$ cat config.mk
export PLATFORM = sky130hd
export DESIGN_NAME = mstd_sync_gen
export DESIGN_NICKNAME = d
export VERILOG_FILES = /design/src/rtl/mstd_sync_pkg.sv /design/src/rtl/mstd_sync_timebase.sv /design/src/rtl/mstd_field_locate.sv /design/src/rtl/mstd_pulse_gen.sv /design/src/rtl/mstd_sync_gen.sv
export SDC_FILE = /design/constraint.sdc
export NUM_CORES = 1
export LEC_CHECK = 0
export CAP_MARGIN = 20
export CORE_UTILIZATION = 55
export DETAILED_ROUTE_END_ITERATION = 12
export HOLD_SLACK_MARGIN = 0.02
export PLACE_DENSITY = 0.75
export SLEW_MARGIN = 30
export SYNTH_ARGS = -nofsm -noshare
export SYNTH_HDL_FRONTEND = slang
export SYNTH_SLANG_ARGS = --single-unit
$ cat constraint.sdc
create_clock -name clk -period 12.6 [get_ports clk]
set_input_delay 3.15 -clock clk [delete_from_list [all_inputs] [get_ports clk]]
set_output_delay 3.15 -clock clk [all_outputs]
set_load 0.1 [all_outputs]
$ cat src/rtl/mstd_sync_pkg.sv
package mstd_sync_pkg;

    localparam int LINE_TICKS = 320;
    localparam int MAX_LINES  = 625;
    localparam int HCW        = $clog2(LINE_TICKS);
    localparam int LNW        = $clog2(MAX_LINES + 1);
    localparam int HLW        = LNW + 1;

    localparam logic [HCW-1:0] H_LAST      = HCW'(LINE_TICKS - 1);
    localparam logic [HCW-1:0] H_HALF      = HCW'(LINE_TICKS / 2);
    localparam logic [HCW-1:0] H_HALF_LAST = HCW'(LINE_TICKS / 2 - 1);
    localparam logic [HCW-1:0] SYNC_TICKS  = HCW'(24);
    localparam logic [HCW-1:0] EQ_TICKS    = HCW'(12);
    localparam logic [HCW-1:0] SERR_GAP    = HCW'(24);
    localparam logic [HCW-1:0] PORCH_TICKS = HCW'(8);
    localparam logic [HCW-1:0] VD_LAG      = HCW'(8);

    typedef enum logic [2:0] {
        STD_SECAM_A = 3'd0,
        STD_PAL_N   = 3'd1,
        STD_NTSC_A  = 3'd2,
        STD_PAL_M   = 3'd3,
        STD_SECAM_B = 3'd4,
        STD_PAL_BG  = 3'd5,
        STD_NTSC_B  = 3'd6,
        STD_RSVD    = 3'd7
    } tv_std_e;

    typedef enum logic [1:0] {
        VR_EQ_PRE,
        VR_BROAD,
        VR_EQ_POST,
        VR_PICTURE
    } vregion_e;

    typedef struct packed {
        logic [LNW-1:0] lines;
        logic [2:0]     eq_hl;
        logic [2:0]     broad_hl;
        logic [5:0]     hblank_w;
        logic [4:0]     vblank_lines;
        logic [3:0]     vd_lines;
    } std_cfg_t;

    typedef struct packed {
        logic [HCW-1:0] h;
        logic [HLW-1:0] hl;
    } scan_pos_t;

    function automatic std_cfg_t decode_std(input logic [2:0] sel, input logic single_field);
        std_cfg_t c;
        logic     narrow;
        tv_std_e  s;
        s      = tv_std_e'(sel);
        narrow = (s == STD_NTSC_A) || (s == STD_PAL_M) || (s == STD_NTSC_B);
        c.lines        = (narrow ? LNW'(525) : LNW'(625)) - LNW'(single_field);
        c.eq_hl        = narrow ? 3'd6 : 3'd5;
        c.broad_hl     = (s == STD_PAL_M) ? 3'd7 : c.eq_hl;
        c.vd_lines     = narrow ? 4'd6 : 4'd10;
        case (s)
            STD_NTSC_A: begin
                c.hblank_w     = 6'd56;
                c.vblank_lines = 5'd21;
            end
            STD_NTSC_B: begin
                c.hblank_w     = 6'd53;
                c.vblank_lines = 5'd19;
            end
            default: begin
                c.hblank_w     = 6'd60;
                c.vblank_lines = 5'd25;
            end
        endcase
        return c;
    endfunction

    function automatic logic [HCW-1:0] half_pos(input logic [HCW-1:0] h);
        return (h >= H_HALF) ? (h - H_HALF) : h;
    endfunction

endpackage

$ cat src/rtl/mstd_sync_timebase.sv
module mstd_sync_timebase
    import mstd_sync_pkg::*;
(
    input  logic           clk,
    input  logic           rst,
    input  logic           tick,
    input  logic           frame_rst,
    input  logic [HLW-1:0] frame_hl,
    output scan_pos_t      pos
);
    logic half_end;

    assign half_end = (pos.h == H_HALF_LAST) || (pos.h == H_LAST);

    always_ff @(posedge clk) begin
        if (rst) begin
            pos <= '0;
        end else if (tick) begin
            if (frame_rst) begin
                pos <= '0;
            end else begin
                pos.h <= (pos.h == H_LAST) ? '0 : pos.h + 1'b1;
                if (half_end) begin
                    pos.hl <= (pos.hl >= frame_hl - 1'b1) ? '0 : pos.hl + 1'b1;
                end
            end
        end
    end
endmodule

$ cat src/rtl/mstd_field_locate.sv
module mstd_field_locate
    import mstd_sync_pkg::*;
(
    input  logic [HLW-1:0] hl,
    input  logic [LNW-1:0] lines,
    output logic [HLW-1:0] rel_hl,
    output logic           second
);
    always_comb begin
        second = (hl >= HLW'(lines));
        rel_hl = second ? (hl - HLW'(lines)) : hl;
    end
endmodule

$ cat src/rtl/mstd_pulse_gen.sv
module mstd_pulse_gen
    import mstd_sync_pkg::*;
(
    input  logic           clk,
    input  logic           rst,
    input  logic           tick,
    input  std_cfg_t       cfg,
    input  logic [HCW-1:0] h,
    input  logic [HLW-1:0] rel_now,
    input  logic [HLW-1:0] rel_lag,
    output logic           csync,
    output logic           cblank,
    output logic           vdrive
);
    logic [HCW-1:0] p;
    logic [HLW-1:0] eq_end, broad_end, post_end, vb_end, vd_end;
    vregion_e       region;
    logic           cs_n, hb_n, vb_n, vd_n;

    always_comb begin
        p         = half_pos(h);
        eq_end    = HLW'(cfg.eq_hl);
        broad_end = eq_end + HLW'(cfg.broad_hl);
        post_end  = broad_end + eq_end;
        vb_end    = HLW'({cfg.vblank_lines, 1'b0});
        vd_end    = HLW'({cfg.vd_lines, 1'b0});

        if (rel_now < eq_end)         region = VR_EQ_PRE;
        else if (rel_now < broad_end) region = VR_BROAD;
        else if (rel_now < post_end)  region = VR_EQ_POST;
        else                          region = VR_PICTURE;

        case (region)
            VR_EQ_PRE, VR_EQ_POST: cs_n = (p < EQ_TICKS);
            VR_BROAD:              cs_n = (p < (H_HALF - SERR_GAP));
            default:               cs_n = (h < SYNC_TICKS);
        endcase

        hb_n = (h > (H_LAST - PORCH_TICKS)) || (h < (HCW'(cfg.hblank_w) - PORCH_TICKS));
        vb_n = (rel_now < vb_end);
        vd_n = (rel_lag < vd_end);
    end

    always_ff @(posedge clk) begin
        if (rst) begin
            csync  <= 1'b0;
            cblank <= 1'b0;
            vdrive <= 1'b0;
        end else if (tick) begin
            csync  <= cs_n;
            cblank <= hb_n | vb_n;
            vdrive <= vd_n;
        end
    end
endmodule

$ cat src/rtl/mstd_sync_gen.sv
module mstd_sync_gen
    import mstd_sync_pkg::*;
(
    input  logic           clk,
    input  logic           rst,
    input  logic           tick,
    input  logic           frame_rst,
    input  logic [2:0]     std_sel,
    input  logic           single_field,
    output logic           csync,
    output logic           cblank,
    output logic           vdrive,
    output logic [HCW-1:0] h_pos,
    output logic [LNW-1:0] line_no,
    output logic           field_idx
);
    localparam int NLOC = 2;

    std_cfg_t       cfg;
    scan_pos_t      pos;
    logic [HLW-1:0] frame_hl;
    logic [HLW-1:0] hl_lag;
    logic [HLW-1:0] loc_hl  [NLOC];
    logic [HLW-1:0] loc_rel [NLOC];
    logic           loc_sec [NLOC];

    always_comb begin
        cfg      = decode_std(std_sel, single_field);
        frame_hl = {cfg.lines, 1'b0};
        if (half_pos(pos.h) < VD_LAG)
            hl_lag = (pos.hl == '0) ? frame_hl - 1'b1 : pos.hl - 1'b1;
        else
            hl_lag = pos.hl;
        loc_hl[0] = pos.hl;
        loc_hl[1] = hl_lag;
    end

    mstd_sync_timebase u_tb (
        .clk       (clk),
        .rst       (rst),
        .tick      (tick),
        .frame_rst (frame_rst),
        .frame_hl  (frame_hl),
        .pos       (pos)
    );

    for (genvar g = 0; g < NLOC; g++) begin : g_loc
        mstd_field_locate u_loc (
            .hl     (loc_hl[g]),
            .lines  (cfg.lines),
            .rel_hl (loc_rel[g]),
            .second (loc_sec[g])
        );
    end

    mstd_pulse_gen u_pg (
        .clk     (clk),
        .rst     (rst),
        .tick    (tick),
        .cfg     (cfg),
        .h       (pos.h),
        .rel_now (loc_rel[0]),
        .rel_lag (loc_rel[1]),
        .csync   (csync),
        .cblank  (cblank),
        .vdrive  (vdrive)
    );

    assign h_pos     = pos.h;
    assign line_no   = pos.hl[HLW-1:1] + 1'b1;
    assign field_idx = loc_sec[0];
endmodule

==> impl_metrics.ini, run 1 <==
[run_status]
status = finished, final reports clean

[placement]
port_buffers = 30
place_ws_ns = 2.54
gp_congestion = 0.891
place_hpwl_um = 7490
placed_area_um2 = 3820
placedCellCount = 550

[cells_and_area]
final_common_cell = nor2_1
antenna_cells = 0
multi_input_comb_area_um2 = 2870
ff_latch_area_um2 = 460
most-common-layout-cells = nor2_1, ha_1, nand2_1
fillers = 573
layout.cells.non_filler = 554
synthToLayoutAreaGrowth_pct = 8.87
drive_gt1_share_pct = 7.52
fin_nets = 536
stdcell_area_um2 = 3870

[clock_tree]
clk_latency_ns = 0.28
cts_setup_buffers = 0
cts_tree = yes
htreeDepth = 1
cts-buffers-inserted = 3
hold_buffers = 0
clock-sinks = 23
ctsResizeCount = 0
cts-root-buf = clkbuf_8
path_clk_slew_ns = 0.09
ctsLongestPathBuffers = 2

[synthesis]
synth_seq_cells = 23
synth_top_cell_by_area = ha_1
syn-num-nets = 523
synth_area_leaders = ha_1, dfxtp_1, nor2_1
ys_seq_area_share_pct = 13.0
synth.distinct_cells = 86
netlist_area_um2 = 3550
syn_avg_cell_area_um2 = 7.61
ys.flop_type = dfxtp_1
yosysWarnings = 0
syn_inst = 467
async_reset_ff_share_pct = 0
yosys.area.top_type_share_pct = 16.9
synth-edff-count = 0

[global_route]
grt.overflow.total = 0
grt_max_degree = 18
grt_usage_pct = 30.4
grt_pass1_wl_um = 15700
antenna_found_initial = 0
grt_pass1_vias = 3218

[setup_path]
worstPathRequired_ns = 9.45
setup.worst_path.start_class = input pin
slowest_stage = clkdlybuf4s50_1
cp.arrival_ns = 6.97
critPathBufInv = 4
max_stage_delay_ns = 1.14
crit_type = in -> out
worstPathMaxFanout = 9
cp_common_cell = clkdlybuf4s50_1
cp_cell_sequence = clkdlybuf4s50_1 -> nand2_1 -> and2_1 -> inv_1 -> ha_1 -> o211ai_1 -> o211a_1 -> or2_4 -> a31o_4 -> inv_4 -> clkdlybuf4s50_1
crit_path_end_kind = primary output
cpLargestDelayFamily = buffers and inverters

[timing]
slew_viol_final = 0
setup_ws_ns = 2.48
rsz0062_at_grt = false
fmax_ghz = 0.0988
finalSetupTns_ns = 0
min_period_over_period_pct = 80.3
finalClockSkew_ns = 0.00384
worst_pin_slew_ns = 0.984
fin_crit_ns = 10.12
hold_viol = 0
relSlewSlack_pct = 34.2
finalSetupViolCount = 0

[drt]
drcViolationCount = 0
routed_via_density = 6.40
wirelength_um = 9760
ant_nets = 0
firstDrtPassIters = 5
vias = 3547
drtIter0Drc = 284
wire_per_inst_um = 17.6

[die]
dieArea_um2 = 6790
rows = 28
die_y_um = 82.4
top_level_ports = 31
start_util_pct = 58.6
die_x_um = 82.4
core_um2 = 6060

[pwr]
leakage_nw = 1.66
vdd_ir_drop_max_uv = 45.1
power_density_nw_per_um2 = 54.9
total_power_w = 0.000212

[run]
cap_viol_max_count = 0

[worst_hold_path]
min_path_type = reg -> reg
[final cells by class]
| class | instances | share of cell area [%] |
|---|---|---|
| multi-input cells | 397 | 74.2 |
| flip-flops and latches | 23 | 11.9 |
| repair buffers | 30 | 7.76 |
| inverters | 25 | 2.49 |
| well taps | 75 | 2.43 |
| clock buffers | 3 | 1.07 |
| clock inverters | 1 | 0.129 |
[metal layers]
metal	share of wire, %	vias to the layer above	track usage, %
li1	-	1730	-
met1	45	1636	40.3
met2	45	144	49.4
met3	6.1	37	2.42
met4	4.0	0	15.1
met5	0	-	0
[through the flow]
stage / utilization (%) / hold WS, ns
after global routing: 63.8 / 0.511
after detailed placement: 63.1 / 0.453
after floorplan: - / 0.496
after CTS: 63.8 / 0.483
after global placement: 63.1 / 0.455
final: 63.8 / 0.473
[synthesized netlist by cell type, drive strengths merged, types with 3 or more instances]
library cell and n:
or3 8, clkbuf 12, nand3 16, mux2i 5
and3 3, nor2b 4, o211ai 5, dfxtp 23
nand2b 8, ha 48, buf 10, nor4 4
a21boi 3, o21a 4, and4 3, o21bai 3
o31ai 3, a31o 3, nor3 7, nand4 8
a221oi 3, a31oi 4, or2 4, o21ai 22
nand2 36, o22ai 3, xnor2 18, o31a 3
xor2 13, a211oi 3, a32oi 3, inv 25
a21o 11, nor3b 3, and2 6, o22a 3
nor2 60, a21oi 30, mux2 5
[registers in the layout, indices dropped and copies added, names as in the netlist]
signal	flops
u_pg.csync	1
u_pg.cblank	1
u_tb.pos	20
u_pg.vdrive	1
[tightest hold or removal path: cells and delay by family (launching register included)]
| kind | cells | cell delay (ns) |
|---|---|---|
| AO/OA/AOI/OAI | 1 | 0.05 |
| flip-flops | 1 | 0.33 |
| AND/OR/NAND/NOR | 1 | 0.06 |
[worst paths after layout]
path / startpoint / endpoint / slack, ns / depth (start not counted)
worst min register to register: u_pg.vdrive$_SDFFE_PP0P_ / u_pg.vdrive$_SDFFE_PP0P_ / 0.47 / 2
worst max-delay path: std_sel[2] / field_idx / 2.48 / 11
worst max register to register: u_tb.pos[16]$_SDFFE_PP0P_ / u_pg.vdrive$_SDFFE_PP0P_ / 7.19 / 21
worst min-delay path: u_pg.vdrive$_SDFFE_PP0P_ / u_pg.vdrive$_SDFFE_PP0P_ / 0.47 / 2
[where the power goes]
group / switching, W / internal [W] / total [W]
Sequential: 0.00000174 / 0.0000739 / 0.0000756
Combinational: 0.0000513 / 0.0000348 / 0.0000861
Clock: 0.0000283 / 0.0000223 / 0.0000506
[logic make-up after synthesis]
family / synth area share, %
and+or+nand+nor: 26.2
AOI/OAI and AO/OA: 26.7
adders and majority gates: 17.2
buffers and inverters: 6.23
xor gates and xnor gates: 7.64
DFF: 13.0
muxes: 2.99
other: 0.106
Power figures use the tool's default switching activity.
==> run 2, diff against run 1 <==
==> constraint.sdc (replaced) <==
create_clock -name clk -period 10.5 [get_ports clk]
set_input_delay 2.625 -clock clk [delete_from_list [all_inputs] [get_ports clk]]
set_output_delay 2.625 -clock clk [all_outputs]
set_load 0.1 [all_outputs]
==> impl_metrics.ini, run 2 (synthesis results as in run 1) <==
[drt]
drcViolationCount = 0
drtIter0Drc = 183
ant_nets = 0
routed_via_density = 6.29
firstDrtPassIters = 5
wire_per_inst_um = 17.3
wirelength_um = 9580
vias = 3484

[setup_path]
ff2ff_path_depth = 21
worstPathMaxFanout = 9
worstPathRequired_ns = 7.88
max_stage_delay_ns = 1.14
setup.worst_path.start_class = input pin
reg2reg_to = u_pg.vdrive$_SDFFE_PP0P_
crit_path_end_kind = primary output
cpLargestDelayFamily = buffers and inverters
cp_common_cell = clkdlybuf4s50_1
r2r_start = u_tb.pos[16]$_SDFFE_PP0P_
cp.arrival_ns = 6.38
critPathBufInv = 4
crit_type = in -> out
slowest_stage = clkdlybuf4s50_1
cp_cell_sequence = clkdlybuf4s50_1 -> nand2_1 -> and2_1 -> inv_1 -> ha_1 -> o211ai_1 -> o211a_1 -> or2_4 -> a31o_4 -> inv_4 -> clkdlybuf4s50_1
r2r_slack_ns = 5.14

[pwr]
intPower_w = 0.000157
total_power_w = 0.000251
vdd_ir_drop_max_uv = 47.3
power.net_switching_w = 0.0000934
power_frac_seq_pct = 36.2
power_density_nw_per_um2 = 64.9
clockPowerShare_pct = 22.9
leakage_nw = 1.66
p_comb_share_pct = 40.9
switching_share_pct = 37.2

[placement]
place_ws_ns = 1.51
place_hpwl_um = 7360
gp_congestion = 0.873
placed_area_um2 = 3820
port_buffers = 30

[timing]
finalSetupViolCount = 0
min_period_over_period_pct = 85.8
worst_pin_slew_ns = 0.997
fmax_ghz = 0.111
setup_ws_ns = 1.49
relSlewSlack_pct = 33.3
hold_viol = 0
holdWs_ns = 0.479
rsz0062_at_grt = false
slew_viol_final = 0
finalSetupTns_ns = 0
finalClockSkew_ns = 0.00424
fin_crit_ns = 9.01

[die]
die_x_um = 82.4
start_util_pct = 58.6
rows = 28
die_y_um = 82.4
top_level_ports = 31
core_um2 = 6060
dieArea_um2 = 6790

[cells_and_area]
largest_reg_flops = 20
most-common-layout-cells = nor2_1, ha_1, nand2_1
largest_register = u_tb.pos
drive_gt1_share_pct = 7.31
antenna_cells = 0
fin_nets = 536
synthToLayoutAreaGrowth_pct = 8.84
stdcell_area_um2 = 3870
final_common_cell = nor2_1

[clock_tree]
hold_buffers = 0
clock-sinks = 23
ctsResizeCount = 0
cts-root-buf = clkbuf_8
cts_tree = yes
htreeDepth = 1
path_clk_slew_ns = 0.08
ctsLongestPathBuffers = 2
cts-buffers-inserted = 3
clk_latency_ns = 0.27
cts_setup_buffers = 0

[worst_hold_path]
min_delay_path_depth = 2
min_path_type = reg -> reg
min_to = u_pg.vdrive$_SDFFE_PP0P_
min_from = u_pg.vdrive$_SDFFE_PP0P_

[global_route]
grt_usage_pct = 30.4
grt_max_degree = 18
grt_pass1_wl_um = 15700
grt.overflow.total = 0
grt_pass1_vias = 3230
antenna_found_initial = 0

[run_status]
status = finished, final reports clean

[run]
cap_viol_max_count = 0
## run 2: cell count changes in the layout (fill, tap and decap cells not counted)
| cell | before | now |
|---|---|---|
| clkinv_2 | 1 | 0 |
| clkbuf_1 | 0 | 1 |
## run 2: layout make-up
| type | count | area, µm² |
|---|---|---|
| clock buffers | 4 | 45.0 |
| fillers | 550 | 2190 |
| inverters | 25 | 96.3 |
| multi-input cells | 397 | 2870 |
| flip-flops and latches | 23 | 460 |
| well taps | 75 | 93.8 |
| repair buffers | 30 | 300 |
## run 2: worst max path at each step
stage,start,end,slack (ns),depth (start not counted)
3_5_place_dp,std_sel[2],field_idx,1.51,11
5_1_grt,std_sel[2],field_idx,1.28,11
3_3_place_gp,std_sel[2],field_idx,1.59,11
2_1_floorplan,std_sel[2],field_idx,3.18,10
4_1_cts,std_sel[2],field_idx,1.51,11
6_report,std_sel[2],field_idx,1.49,11
## run 2: worst reg2reg max path, stage by stage, from the launching register on
cell	delay, ns
dfxtp_1	0.59
inv_1	0.15
ha_1	0.36
and4b_1	0.20
o211ai_1	0.28
nand2_1	0.31
a21oi_1	0.21
a21oi_1	0.09
ha_1	0.39
and3_1	0.26
nand4_1	0.14
o21ai_0	0.17
o32a_1	0.20
nor3_2	0.05
o21ai_2	0.20
mux2_2	0.38
ha_1	0.29
and2_1	0.18
maj3_1	0.34
o21ai_0	0.23
a21boi_2	0.10
o31ai_2	0.17
## run 2: through the flow
stage          utilization [%]  instances
2_1_floorplan                -        467
3_3_place_gp              63.1        550
3_5_place_dp              63.1        550
4_1_cts                   63.8        554
5_1_grt                   63.8        554
6_report                  63.8        554
## run 2: power by group through the flow
stage / registers (W) / logic, W / clock network (W)
CTS: 0.0000907 / 0.000101 / 0.0000594
global route: 0.0000909 / 0.000112 / 0.0000613
finish: 0.0000907 / 0.000103 / 0.0000575
floorplan: 0.000101 / 0.0000693 / 0
detailed placement: 0.0000927 / 0.000100 / 0
global placement: 0.0000927 / 0.0000992 / 0
## run 2: layer usage
metal	global-route usage, %	routed length, µm
met1	40.3	4500
met2	51.3	4430
met3	2.75	503
met4	9.82	152
met5	0	0
==> run 3, diff against run 2 <==
--- a/config.mk
+++ b/config.mk
@@ -6,10 +6,12 @@
 export NUM_CORES = 1
 export LEC_CHECK = 0
 export CAP_MARGIN = 20
-export CORE_UTILIZATION = 55
+export CELL_PAD_IN_SITES_DETAIL_PLACEMENT = 1
+export CELL_PAD_IN_SITES_GLOBAL_PLACEMENT = 1
+export CORE_UTILIZATION = 44
 export DETAILED_ROUTE_END_ITERATION = 12
 export HOLD_SLACK_MARGIN = 0.02
-export PLACE_DENSITY = 0.75
+export PLACE_DENSITY = 0.8
 export SLEW_MARGIN = 30
 export SYNTH_ARGS = -nofsm -noshare
 export SYNTH_HDL_FRONTEND = slang
==> impl_metrics.ini, run 3 (synthesis results as in run 1) <==
[timing]
hold_viol = 0
min_period_over_period_pct = 86.1
finalSetupViolCount = 0
relSlewSlack_pct = 32.7
fin_crit_ns = 9.04
rsz0062_at_grt = false
slew_viol_final = 0
setup_ws_ns = 1.46
worst_pin_slew_ns = 1.01
finalClockSkew_ns = 0.00852
fmax_ghz = 0.111
finalSetupTns_ns = 0

[clock_tree]
htreeDepth = 1
hold_buffers = 0
cts-root-buf = clkbuf_8
clock-sinks = 23
path_clk_slew_ns = 0.09
cts-buffers-inserted = 3
cts_tree = yes
cts_setup_buffers = 0
clk_latency_ns = 0.27
ctsResizeCount = 0
ctsLongestPathBuffers = 2

[pwr]
intPower_w = 0.000157
power_density_nw_per_um2 = 64.9
clockPowerShare_pct = 23.1
vdd_ir_drop_max_uv = 56.9
p_comb_share_pct = 41.0
power_frac_seq_pct = 35.9
power.net_switching_w = 0.0000962
switching_share_pct = 38.0
leakage_nw = 1.66

[die]
dieArea_um2 = 8440
die_x_um = 91.9
top_level_ports = 31
start_util_pct = 45.7
core_um2 = 7770
die_y_um = 91.9
rows = 32

[drt]
vias = 3566
drtIter0Drc = 150
drcViolationCount = 0
routed_via_density = 6.14
ant_nets = 0
wirelength_um = 11200
firstDrtPassIters = 4
wire_per_inst_um = 19.3

[setup_path]
setup.worst_path.start_class = input pin
crit_path_end_kind = primary output
worstPathMaxFanout = 9
r2r_slack_ns = 4.90
cp.arrival_ns = 6.41
crit_type = in -> out
worstPathRequired_ns = 7.88

[cells_and_area]
fin_nets = 536
synthToLayoutAreaGrowth_pct = 9.82
largest_reg_flops = 20
multi_input_comb_area_um2 = 2870
fillers = 976
ff_latch_area_um2 = 460
drive_gt1_share_pct = 7.52
most-common-layout-cells = nor2_1, ha_1, nand2_1
final_common_cell = nor2_1
largest_register = u_tb.pos
antenna_cells = 0

[global_route]
gr-max-usage-layer = met2
grt.overflow.total = 0
grt_use_met3_pct = 1.16
grt_usage_pct = 27.6
grt_pass1_vias = 3582
grt_pass1_wl_um = 18600
antenna_found_initial = 0
grt_max_degree = 18
met1_usage_pct = 37.7
grtUsageMet2_pct = 47.4

[placement]
place_ws_ns = 1.46
place_hpwl_um = 8750
gp_congestion = 0.928
port_buffers = 30

[worst_hold_path]
min_path_type = reg -> reg

[run_status]
status = finished, final reports clean

[run]
cap_viol_max_count = 0
run 3: power by group through the flow:
stage	Clock (W)	Combinational, W	Sequential [W]
2_1_floorplan	0	0.0000693	0.000101
3_3_place_gp	0	0.0000999	0.0000930
3_5_place_dp	0	0.000103	0.0000929
4_1_cts	0.0000606	0.000104	0.0000910
5_1_grt	0.0000645	0.000114	0.0000913
6_report	0.0000584	0.000104	0.0000910
run 3: critical path, stage by stage:
cell	delay, ns
clkdlybuf4s50_1	0.46
nand2_1	0.11
and2_1	0.33
inv_1	0.28
ha_1	0.45
o211ai_1	0.13
o211a_1	0.24
or2_4	0.28
a31o_4	0.26
inv_4	0.09
clkdlybuf4s50_1	1.14
run 3: final timing paths:
kind | startpoint | to | cells past startpoint
worst min-delay path | u_pg.vdrive$_SDFFE_PP0P_ | u_pg.vdrive$_SDFFE_PP0P_ | 2
worst min register to register | u_pg.vdrive$_SDFFE_PP0P_ | u_pg.vdrive$_SDFFE_PP0P_ | 2
worst max-delay path | std_sel[2] | field_idx | 11
worst max register to register | u_tb.pos[16]$_SDFFE_PP0P_ | u_pg.vdrive$_SDFFE_PP0P_ | 21
run 3: final cells by class:
class	count	area share (%)
multi-input cells	397	73.6
inverters	25	2.47
clock buffers	3	1.06
clock inverters	1	0.128
flip-flops and latches	23	11.8
well taps	102	3.27
repair buffers	30	7.69
run 3: stage by stage:
stage | power, W | cell area, µm² | hold slack (ns) | cells | util [%]
2_1_floorplan | 0.000171 | 3550 | 0.496 | 467 | -
3_3_place_gp | 0.000193 | 3860 | 0.468 | 577 | 49.6
3_5_place_dp | 0.000196 | 3860 | 0.470 | 577 | 49.6
4_1_cts | 0.000255 | 3900 | 0.496 | 581 | 50.2
5_1_grt | 0.000270 | 3900 | 0.516 | 581 | 50.2
6_report | 0.000253 | 3900 | 0.492 | 581 | 50.2
run 3: per-layer routing:
layer / part of all wire [%] / vias up
met4: 1.2 / 0
met5: 0 / -
met1: 48 / 1744
met2: 47 / 71
met3: 3.8 / 9
li1: - / 1742
